[src/rtl/irqv_pkg.sv]
package irqv_pkg;
    localparam int WORD_W = 16;
    localparam int QPTR_W = 8;

    typedef enum logic [2:0] {
        CMD_NONE   = 3'd0,
        CMD_SWINT  = 3'd1,
        CMD_SETVEC = 3'd2,
        CMD_GETVEC = 3'd3,
        CMD_RETURN = 3'd4,
        CMD_QCTRL  = 3'd5
    } cmd_e;

    typedef enum logic [3:0] {
        ST_IDLE,
        ST_ENT_PC,
        ST_ENT_A,
        ST_SW_RET,
        ST_SW_A,
        ST_SW_UPD,
        ST_RFI_A,
        ST_RFI_PC,
        ST_QWAIT
    } seq_e;

    typedef struct packed {
        logic              valid;
        logic [WORD_W-1:0] pc;
        logic [WORD_W-1:0] sp;
        logic [WORD_W-1:0] a;
    } regupd_t;

    typedef struct packed {
        logic              we;
        logic              re;
        logic [WORD_W-1:0] addr;
        logic [WORD_W-1:0] wdata;
    } stackop_t;
endpackage

[src/rtl/irqv_fifo.sv]
module irqv_fifo #(
    parameter int W     = 16,
    parameter int PTR_W = 8
) (
    input  logic             clk,
    input  logic             rst,
    input  logic             push,
    input  logic [W-1:0]     push_data,
    input  logic             pop,
    output logic [W-1:0]     head,
    output logic [PTR_W:0]   count
);
    localparam int DEPTH = 1 << PTR_W;

    logic [W-1:0]     store [DEPTH];
    logic [PTR_W-1:0] wr_ptr, rd_ptr;

    always_ff @(posedge clk) begin
        if (push) store[wr_ptr] <= push_data;
    end

    always_ff @(posedge clk) begin
        if (rst) begin
            wr_ptr <= '0;
            rd_ptr <= '0;
            count  <= '0;
        end else begin
            if (push) wr_ptr <= wr_ptr + 1'b1;
            if (pop)  rd_ptr <= rd_ptr + 1'b1;
            case ({push, pop})
                2'b10:   count <= count + 1'b1;
                2'b01:   count <= count - 1'b1;
                default: count <= count;
            endcase
        end
    end

    assign head = store[rd_ptr];
endmodule

[src/rtl/irqv_seq.sv]
module irqv_seq
    import irqv_pkg::*;
#(
    parameter int W = WORD_W
) (
    input  logic         clk,
    input  logic         rst,
    input  logic         boundary,
    input  cmd_e         cmd,
    input  logic [W-1:0] cmd_arg,
    input  logic [W-1:0] pc_in,
    input  logic [W-1:0] sp_in,
    input  logic [W-1:0] a_in,
    input  logic         q_nonempty,
    input  logic         q_full,
    input  logic [W-1:0] q_head,
    input  logic [W-1:0] mem_rdata,
    output logic         q_pop,
    output logic         ia_nz,
    output logic         busy,
    output logic         fault,
    output stackop_t     mop,
    output regupd_t      upd,
    output logic         rd_valid,
    output logic [W-1:0] rd_data
);
    localparam logic [W-1:0] ONE = W'(1);
    localparam logic [W-1:0] TWO = W'(2);

    seq_e         st_q;
    logic [W-1:0] ia_q, pc_q, sp_q, a_q, msg_q;
    logic         qen_q, go_q;

    logic idle, take_bnd, take_cmd, enter;

    assign idle     = (st_q == ST_IDLE);
    assign busy     = !idle;
    assign ia_nz    = (ia_q != '0);
    assign take_bnd = boundary && idle;
    assign q_pop    = take_bnd && qen_q && q_nonempty;
    assign enter    = q_pop && ia_nz;
    assign take_cmd = idle && !boundary && (cmd != CMD_NONE);

    always_ff @(posedge clk) begin
        if (rst) begin
            st_q     <= ST_IDLE;
            ia_q     <= '0;
            qen_q    <= 1'b1;
            fault    <= 1'b0;
            go_q     <= 1'b0;
            pc_q     <= '0;
            sp_q     <= '0;
            a_q      <= '0;
            msg_q    <= '0;
            rd_valid <= 1'b0;
            rd_data  <= '0;
        end else begin
            rd_valid <= 1'b0;
            unique case (st_q)
                ST_IDLE: begin
                    if (take_bnd) begin
                        if (q_full) fault <= 1'b1;
                        if (enter) begin
                            qen_q <= 1'b0;
                            pc_q  <= pc_in;
                            sp_q  <= sp_in;
                            a_q   <= a_in;
                            msg_q <= q_head;
                            st_q  <= ST_ENT_PC;
                        end
                    end else if (take_cmd) begin
                        unique case (cmd)
                            CMD_SWINT: begin
                                pc_q <= pc_in;
                                sp_q <= sp_in;
                                a_q  <= a_in;
                                go_q <= ia_nz;
                                if (ia_nz) qen_q <= 1'b0;
                                st_q <= ST_SW_RET;
                            end
                            CMD_SETVEC: ia_q <= cmd_arg;
                            CMD_GETVEC: begin
                                rd_valid <= 1'b1;
                                rd_data  <= ia_q;
                            end
                            CMD_RETURN: begin
                                qen_q <= 1'b1;
                                sp_q  <= sp_in;
                                st_q  <= ST_RFI_A;
                            end
                            CMD_QCTRL: begin
                                qen_q <= (cmd_arg == '0);
                                st_q  <= ST_QWAIT;
                            end
                            default: ;
                        endcase
                    end
                end
                ST_ENT_PC: st_q <= ST_ENT_A;
                ST_ENT_A:  st_q <= ST_IDLE;
                ST_SW_RET: st_q <= ST_SW_A;
                ST_SW_A:   st_q <= ST_SW_UPD;
                ST_SW_UPD: st_q <= ST_IDLE;
                ST_RFI_A: begin
                    a_q  <= mem_rdata;
                    st_q <= ST_RFI_PC;
                end
                ST_RFI_PC: st_q <= ST_IDLE;
                ST_QWAIT:  st_q <= ST_IDLE;
                default:   st_q <= ST_IDLE;
            endcase
        end
    end

    always_comb begin
        mop = '0;
        upd = '0;
        unique case (st_q)
            ST_ENT_PC: mop = '{we: 1'b1, re: 1'b0, addr: sp_q - ONE, wdata: pc_q};
            ST_ENT_A: begin
                mop = '{we: 1'b1, re: 1'b0, addr: sp_q - TWO, wdata: a_q};
                upd = '{valid: 1'b1, pc: ia_q, sp: sp_q - TWO, a: msg_q};
            end
            ST_SW_RET: if (go_q) mop = '{we: 1'b1, re: 1'b0, addr: sp_q - ONE, wdata: pc_q};
            ST_SW_A:   if (go_q) mop = '{we: 1'b1, re: 1'b0, addr: sp_q - TWO, wdata: a_q};
            ST_SW_UPD: if (go_q) upd = '{valid: 1'b1, pc: ia_q, sp: sp_q - TWO, a: a_q};
            ST_RFI_A:  mop = '{we: 1'b0, re: 1'b1, addr: sp_q, wdata: '0};
            ST_RFI_PC: begin
                mop = '{we: 1'b0, re: 1'b1, addr: sp_q + ONE, wdata: '0};
                upd = '{valid: 1'b1, pc: mem_rdata, sp: sp_q + TWO, a: a_q};
            end
            default: ;
        endcase
    end
endmodule

[src/rtl/irqv_ctrl.sv]
module irqv_ctrl
    import irqv_pkg::*;
#(
    parameter int W     = WORD_W,
    parameter int PTR_W = QPTR_W
) (
    input  logic         clk,
    input  logic         rst,
    input  logic         irq_valid,
    input  logic [W-1:0] irq_msg,
    input  logic         boundary,
    input  logic [2:0]   cmd,
    input  logic [W-1:0] cmd_arg,
    input  logic [W-1:0] pc_in,
    input  logic [W-1:0] sp_in,
    input  logic [W-1:0] a_in,
    output logic         mem_we,
    output logic         mem_re,
    output logic [W-1:0] mem_addr,
    output logic [W-1:0] mem_wdata,
    input  logic [W-1:0] mem_rdata,
    output logic         upd_valid,
    output logic [W-1:0] pc_new,
    output logic [W-1:0] sp_new,
    output logic [W-1:0] a_new,
    output logic         rd_valid,
    output logic [W-1:0] rd_data,
    output logic         busy,
    output logic         fault
);
    logic [PTR_W:0] q_count;
    logic [W-1:0]   q_head;
    logic           q_push, q_pop, ia_nz, q_full;
    stackop_t       mop;
    regupd_t        upd;

    assign q_full = q_count[PTR_W];
    assign q_push = irq_valid && ia_nz && !q_full;

    irqv_fifo #(.W(W), .PTR_W(PTR_W)) u_fifo (
        .clk       (clk),
        .rst       (rst),
        .push      (q_push),
        .push_data (irq_msg),
        .pop       (q_pop),
        .head      (q_head),
        .count     (q_count)
    );

    irqv_seq #(.W(W)) u_seq (
        .clk        (clk),
        .rst        (rst),
        .boundary   (boundary),
        .cmd        (cmd_e'(cmd)),
        .cmd_arg    (cmd_arg),
        .pc_in      (pc_in),
        .sp_in      (sp_in),
        .a_in       (a_in),
        .q_nonempty (q_count != '0),
        .q_full     (q_full),
        .q_head     (q_head),
        .mem_rdata  (mem_rdata),
        .q_pop      (q_pop),
        .ia_nz      (ia_nz),
        .busy       (busy),
        .fault      (fault),
        .mop        (mop),
        .upd        (upd),
        .rd_valid   (rd_valid),
        .rd_data    (rd_data)
    );

    assign mem_we    = mop.we;
    assign mem_re    = mop.re;
    assign mem_addr  = mop.addr;
    assign mem_wdata = mop.wdata;
    assign upd_valid = upd.valid;
    assign pc_new    = upd.pc;
    assign sp_new    = upd.sp;
    assign a_new     = upd.a;
endmodule

[config.mk]
export PLATFORM = sky130hd
export DESIGN_NAME = irqv_ctrl
export DESIGN_NICKNAME = d
export VERILOG_FILES = /design/src/rtl/irqv_pkg.sv /design/src/rtl/irqv_fifo.sv /design/src/rtl/irqv_seq.sv /design/src/rtl/irqv_ctrl.sv
export SDC_FILE = /design/constraint.sdc
export NUM_CORES = 2
export LEC_CHECK = 0
export ABC_AREA = 0
export ABC_CLOCK_PERIOD_IN_PS = 6200
export BUFFER_PORTS_ARGS = -buffer_cell sky130_fd_sc_hd__buf_2
export CAP_MARGIN = 20
export CORE_ASPECT_RATIO = 1.5
export CORE_MARGIN = 3
export CORE_UTILIZATION = 29
export DETAILED_ROUTE_END_ITERATION = 8
export PLACE_DENSITY = 0.48
export SETUP_SLACK_MARGIN = 0.4
export SLEW_MARGIN = 20
export SYNTH_ARGS = -nofsm -noshare
export SYNTH_HDL_FRONTEND = slang
export SYNTH_SLANG_ARGS = --single-unit
[constraint.sdc]
create_clock -name clk -period 6.2 [get_ports clk]
set_input_delay 0.62 -clock clk [delete_from_list [all_inputs] [get_ports clk]]
set_output_delay 0.62 -clock clk [all_outputs]
set_load 0.005 [all_outputs]
### Yosys cells after proc, flatten, opt, wreduce, memory -nomap -nowiden

Memories as Yosys holds them, arrays and structs flattened. A register that Yosys moved wholly into a read port is not among the register bits.
Cells that the tools add are included.

* register bits: 113
* RAM bits: 4096
* input port bits: 103
* output and inout bits: 102
* word-level logic and storage cells: 111
* memories kept: 1

* $add $sub $neg: 8
* equal/unequal tests: 20
* multiplexer cells: 32
* bitwise operators: 3
* reductions and logical operators: 34

Memory list
* u_fifo.store: words 256, width 16, read ports 1, clocked after memory_dff 1, write ports 1, RTL line irqv_fifo.sv:15 `logic [W-1:0] store [DEPTH];`

Operators by type and width (count)
* $pmux W34 S6: 1
* $mux W16: 12
* $pmux W49 S3: 1
* $mux W34: 2
* $mux W49: 1
* $pmux W16 S2: 1
* $reduce_and A4 Y1: 6
* $pmux W4 S5: 1
* $pmux W9 S2: 1
* $add A16 B1 Y16 const B: 1
* $add A16 B2 Y16 const B: 1
* $add A8 B1 Y8 const B: 2
* $eq A4 B3 Y1 const B: 4
* $logic_not A16 Y1: 1
* $reduce_bool A16 Y1: 1
* $sub A16 B1 Y16 const B: 1
* $sub A16 B2 Y16 const B: 1
* $mux W4: 3
* $pmux W4 S3: 1
* $reduce_bool A2 Y1: 5
* $add A9 B1 Y9 const B: 1
* $ne A3 B3 Y1 const B: 3
* $reduce_and A3 Y1: 3
* $reduce_bool A9 Y1: 1
* 22 further kinds: 42

### Depth between registers and ports, before layout

* word-level depth: 8
* mapped depth: 14
* mapped depth without buffers: 13

### Modules after synthesis

Synthesis repeated with hierarchy kept, for this count alone.

* cell total of the unflattened synthesis: 8349
* area total of the unflattened synthesis: 166388.3 sq um

Modules (own cells, without submodules)
* irqv_fifo: instances 1, cells an instance 7583, area an instance 160192.4 sq um, sequential area each 123658.6 sq um
* irqv_seq: instances 1, cells an instance 760, area an instance 6168.4 sq um, sequential area each 2082.0 sq um
* irqv_ctrl: instances 1, cells an instance 6, area an instance 27.5 sq um, sequential area each 0.0 sq um

### Least setup slack after synthesis

OpenSTA, ideal clock, no wires.

* path type: register to register
* start point: register u_seq.st_q[0]
* end point: register u_fifo.count[8]
* setup time: 0.070 ns
* arrival time: 3.810 ns
* required time: 6.130 ns
* slack: 2.319 ns
* cell stages (with the launch flop): 15
* cell sequence: dfxtp_1 clkbuf_1 nor4_2 and3_1 and2_1 clkbuf_1 ha_1 ha_1 a21o_1 a21oi_1 o21bai_1 a2111oi_0 nor4_1 or4_1 a21oi_1

* cells in the longest elaborated chain, start to end: 6

RTL lines
* from (decl): RTL line irqv_seq.sv:30 `seq_e st_q;`
* from (signal assigned): RTL line irqv_seq.sv:46 `st_q <= ST_IDLE;`
* from (signal assigned): RTL line irqv_seq.sv:69 `st_q <= ST_ENT_PC;`
* from (signal assigned): RTL line irqv_seq.sv:79 `st_q <= ST_SW_RET;`
* $logic_not A4 Y1 *: RTL line irqv_seq.sv:36 `assign idle = (st_q == ST_IDLE);`
* $logic_and A1 B1 Y1 *: RTL line irqv_seq.sv:39 `assign take_bnd = boundary && idle;`
* $logic_and A1 B1 Y1 * (2 in series): RTL line irqv_seq.sv:40 `assign q_pop = take_bnd && qen_q && q_nonempty;`
* net q_pop: RTL line irqv_ctrl.sv:33 `logic q_push, q_pop, ia_nz, q_full;`
* $eq A2 B1 Y1 / $eq A2 B2 Y1 (equally long branches): RTL line irqv_fifo.sv:30 `case ({push, pop})`
* $pmux W9 S2 / $reduce_bool A2 Y1 (equally long branches)
* to (signal assigned): RTL line irqv_fifo.sv:31 `2'b10: count <= count + 1'b1;`
* to (signal assigned): RTL line irqv_fifo.sv:32 `2'b01: count <= count - 1'b1;`
* to (signal assigned): RTL line irqv_fifo.sv:33 `default: count <= count;`
* to (decl): RTL line irqv_fifo.sv:11 `output logic [PTR_W:0] count`

Mark *: on every way through the listed nets, which the timed path passes. The rest lies on a longest branch.
A chain may end at the register's enable or synchronous reset.

==> flow_summary.yaml <==
place:
  dp_slack_ns: 0.6753
  gp_congestion: 0.9070
  detailed_place_hpwl_microns: 356300
  dpl_cell_area_sq_mm: 0.1770
  numPortBuffers: 204
  placedCellCount: 15590
power_and_ir_drop:
  p_comb_share_pct: 12.1
  p_leak_nw: 57.46
  pwr-share-seq_pct: 50.1
  p_sw_w: 0.01565
  power.total_w: 0.06328
  p_clk_share_pct: 37.8
  p_int_w: 0.04762
  p_sw_share_pct: 24.74
  ir_drop_mv: 0.2010
  powerDensity_mw_per_mm2: 332.3
global_route:
  grt_pass1_vias: 87811
  grt_antenna_before_repair: 52
  grt_first_pass_wirelength_microns: 765700
  grt_overflow: 0
  grt_max_degree: 150
  grt_usage_pct: 19.17
timing:
  slew-limit-headroom_pct: 11.76
  fin_crit_sh_pct: 85.92
  clock_skew_ns: 0.06352
  maxSlewViolCount: 0
  setup_viol: 0
  rsz0062_at_grt: "false"
  fin_ws_ns: 0.8730
  period_minus_slack_ns: 5.327
  tns_ns: 0
  max_freq_mhz: 187.7
  hold_viol: 0
  tightest_slew_ns: 1.310
cells_and_area:
  syn_to_final_growth_pct: 15.74
  layoutNonFillerInstCount: 16399
  multiInputGateArea_sq_mm: 0.03738
  finalNetCount: 8705
  drive_gt1_share_pct: 26.53
  mostFrequentLayoutCells: "4096 x edfxtp_1, 954 x mux4_2, 396 x clkbuf_16"
  postLayoutCellArea_sq_mm: 0.1904
  fillerInstances: 53328
  seq_area_sq_mm: 0.1256
  final_common_cell: "edfxtp_1"
synthesis:
  avgSynthCellArea_sq_um: 20.50
  synthDistinctLibCells: 87
  async_reset_ff_share_pct: 0
  synth_fp_nets: 8147
  ys.flop_type: "edfxtp_1"
  ys_seq_elements: 4225
  netlist_instances: 8025
  yosysSeqAreaShare_pct: 76.34
  yosys_warnings: 0
  synth_edf_count: 4096
  syn_area_sq_mm: 0.1645
setup_path:
  cp_max_fo: 61
  crit_type: "reg -> reg"
  cp-end-kind: "flip-flop"
  worstPathArrival_ns: 6.17
  rrSetupSlack_ns: 0.87
  cp-start-kind: "flip-flop"
  cp.required_ns: 7.04
floorplan:
  row_count: 338
  dieArea_sq_mm: 0.5765
  initial_utilization_pct: 29.12
  coreArea_sq_mm: 0.5650
  pin_count: 205
  fp.dieW_microns: 621.0
  fp.dieH_microns: 928.5
drt:
  wl_met1_microns: 207600
  top_layer: "met5"
  drt-total-wl_microns: 564800
  vias_per_cell: 5.272
  drtIter0Drc: 9387
  wl_per_cell_microns: 34.44
  drt_first_pass_iters: 9
  met2_length_microns: 288700
  wl_met3_microns: 33540
  ant_nets: 0
  drc: 0
  vias: 86453
clock_network:
  clkTransAtPathRegs_ns: 0.07
  root_buffer: "clkbuf_16"
  cts_tree: "built"
  cts_sinks: 4225
  ctsResizeCount: 0
  cts.path.max_buffers: 4
  cts_buffers: 384
  post_cts_buffers: 0
  clock_latency_ns: 0.98
  h-tree-depth: 5
run:
  drv_cap: 0
outcome:
  status: "finished, final reports clean"
hold_path:
  min_path_type: "in -> reg"
[state kept, by name, summed over array words and instances (netlist names), 4 cells and up]
signal,cells
u_fifo.count,9
u_fifo.rd_ptr,8
u_fifo.store,4096
u_fifo.wr_ptr,8
u_seq.a_q,16
u_seq.ia_q,16
u_seq.msg_q,16
u_seq.pc_q,16
u_seq.rd_data,16
u_seq.sp_q,16
u_seq.st_q,4
[kinds of logic after synthesis]
group                      count (synthesis)  synth area share, %
AOI/OAI and AO/OA                        928                3.928
and+or+nand+nor                          984                2.585
buffers and inverters                    523                1.561
muxes                                   1324                15.32
DFF                                     4225                76.34
adders and majority gates                 19               0.1491
xor gates and xnor gates                  22               0.1171
[timing repair]
item / in CTS / in global routing
setup endpoints to repair: 0 / 0
hold endpoints to repair: 70 / 0
hold buffers: 82 / 0
[per-stage QoR]
step                      utilization, %  hold slack [ns]
after floorplan                        -           0.4315
after global placement             31.26           0.4404
after detailed placement           31.33           0.4411
after CTS                          33.66          0.01158
after global routing               33.69          0.06503
final                              33.70          0.07612
[path summary, 6_finish.rpt]
check,startpoint,end,cells past startpoint
setup / recovery,u_fifo.rd_ptr[0]$_SDFFE_PP0P_,u_seq.msg_q[8]$_SDFFE_PP0P_,9
hold / removal,irq_msg[6],u_fifo.store[234][6]$_DFFE_PP_,1
setup reg to reg,u_fifo.rd_ptr[0]$_SDFFE_PP0P_,u_seq.msg_q[8]$_SDFFE_PP0P_,9
hold reg to reg,u_seq.rd_data[6]$_SDFFE_PP0P_,u_seq.rd_data[6]$_SDFFE_PP0P_,2
[synth_stat cells (11+ instances only)]
| cell | number | share of area, % |
|---|---|---|
| nor2b_1 | 23 | 0.087 |
| mux2_2 | 15 | 0.10 |
| o221ai_1 | 61 | 0.32 |
| buf_2 | 126 | 0.38 |
| and3_1 | 17 | 0.065 |
| nor3_1 | 38 | 0.12 |
| a222oi_1 | 14 | 0.085 |
| a22o_1 | 73 | 0.39 |
| a221o_1 | 12 | 0.073 |
| a2111oi_0 | 15 | 0.080 |
| buf_6 | 32 | 0.22 |
| buf_1 | 51 | 0.12 |
| nand2b_1 | 12 | 0.046 |
| nand4_1 | 16 | 0.061 |
| o21ai_1 | 30 | 0.091 |
| nand3_1 | 40 | 0.12 |
| mux4_2 | 954 | 13 |
| dfxtp_1 | 129 | 1.6 |
| o22ai_1 | 55 | 0.21 |
| a221oi_1 | 80 | 0.43 |
| a21o_1 | 17 | 0.078 |
| nor4_1 | 19 | 0.072 |
| inv_1 | 15 | 0.034 |
| a31oi_1 | 26 | 0.099 |
| a311oi_1 | 22 | 0.12 |
| ha_1 | 18 | 0.14 |
| a22oi_1 | 85 | 0.39 |
| edfxtp_1 | 4096 | 75 |
| a21oi_1 | 231 | 0.70 |
| o31ai_1 | 11 | 0.050 |
| nor2_1 | 428 | 0.98 |
| xnor2_1 | 14 | 0.075 |
| buf_4 | 51 | 0.23 |
| o21ai_0 | 85 | 0.26 |
| o211ai_1 | 12 | 0.055 |
| mux2i_1 | 353 | 2.1 |
| clkbuf_1 | 240 | 0.55 |
| nand2_1 | 330 | 0.75 |
| a211oi_1 | 37 | 0.17 |
[worst max-delay path, stage by stage (launching register included)]
cell and delay, ns:
dfxtp_4 1.07, buf_12 0.52, nor3b_1 0.11, buf_4 0.20, a221oi_1 0.61, a32oi_1 0.34, a21oi_1 0.94, nand4_1 0.70
nand4_1 0.46, o311ai_1 0.14
[metal layers]
layer	vias up	track usage (%)
met5	-	0
met4	32	10.31
met3	938	2.703
met2	3583	33.53
met1	47354	22.71
li1	34546	-
[power by group through the flow]
| stage | clock network, W | registers [W] | logic, W |
|---|---|---|---|
| 2_1_floorplan | 0 | 0.0321 | 0.00459 |
| 3_3_place_gp | 0 | 0.0323 | 0.00760 |
| 3_5_place_dp | 0 | 0.0323 | 0.00765 |
| 4_1_cts | 0.0244 | 0.0317 | 0.00772 |
| 5_1_grt | 0.0254 | 0.0317 | 0.00802 |
| 6_report | 0.0239 | 0.0317 | 0.00763 |
[final cells by class]
cell class | instances | area share (%)
tap | 7480 | 4.915
antenna | 22 | 0.02891
inverter | 19 | 0.04600
sequential | 4225 | 65.97
timing repair buffer | 676 | 2.943
multi-input combinational | 3277 | 19.63
clock inverter | 228 | 1.076
clock buffer | 472 | 5.386
Power figures use the tool's default switching activity.
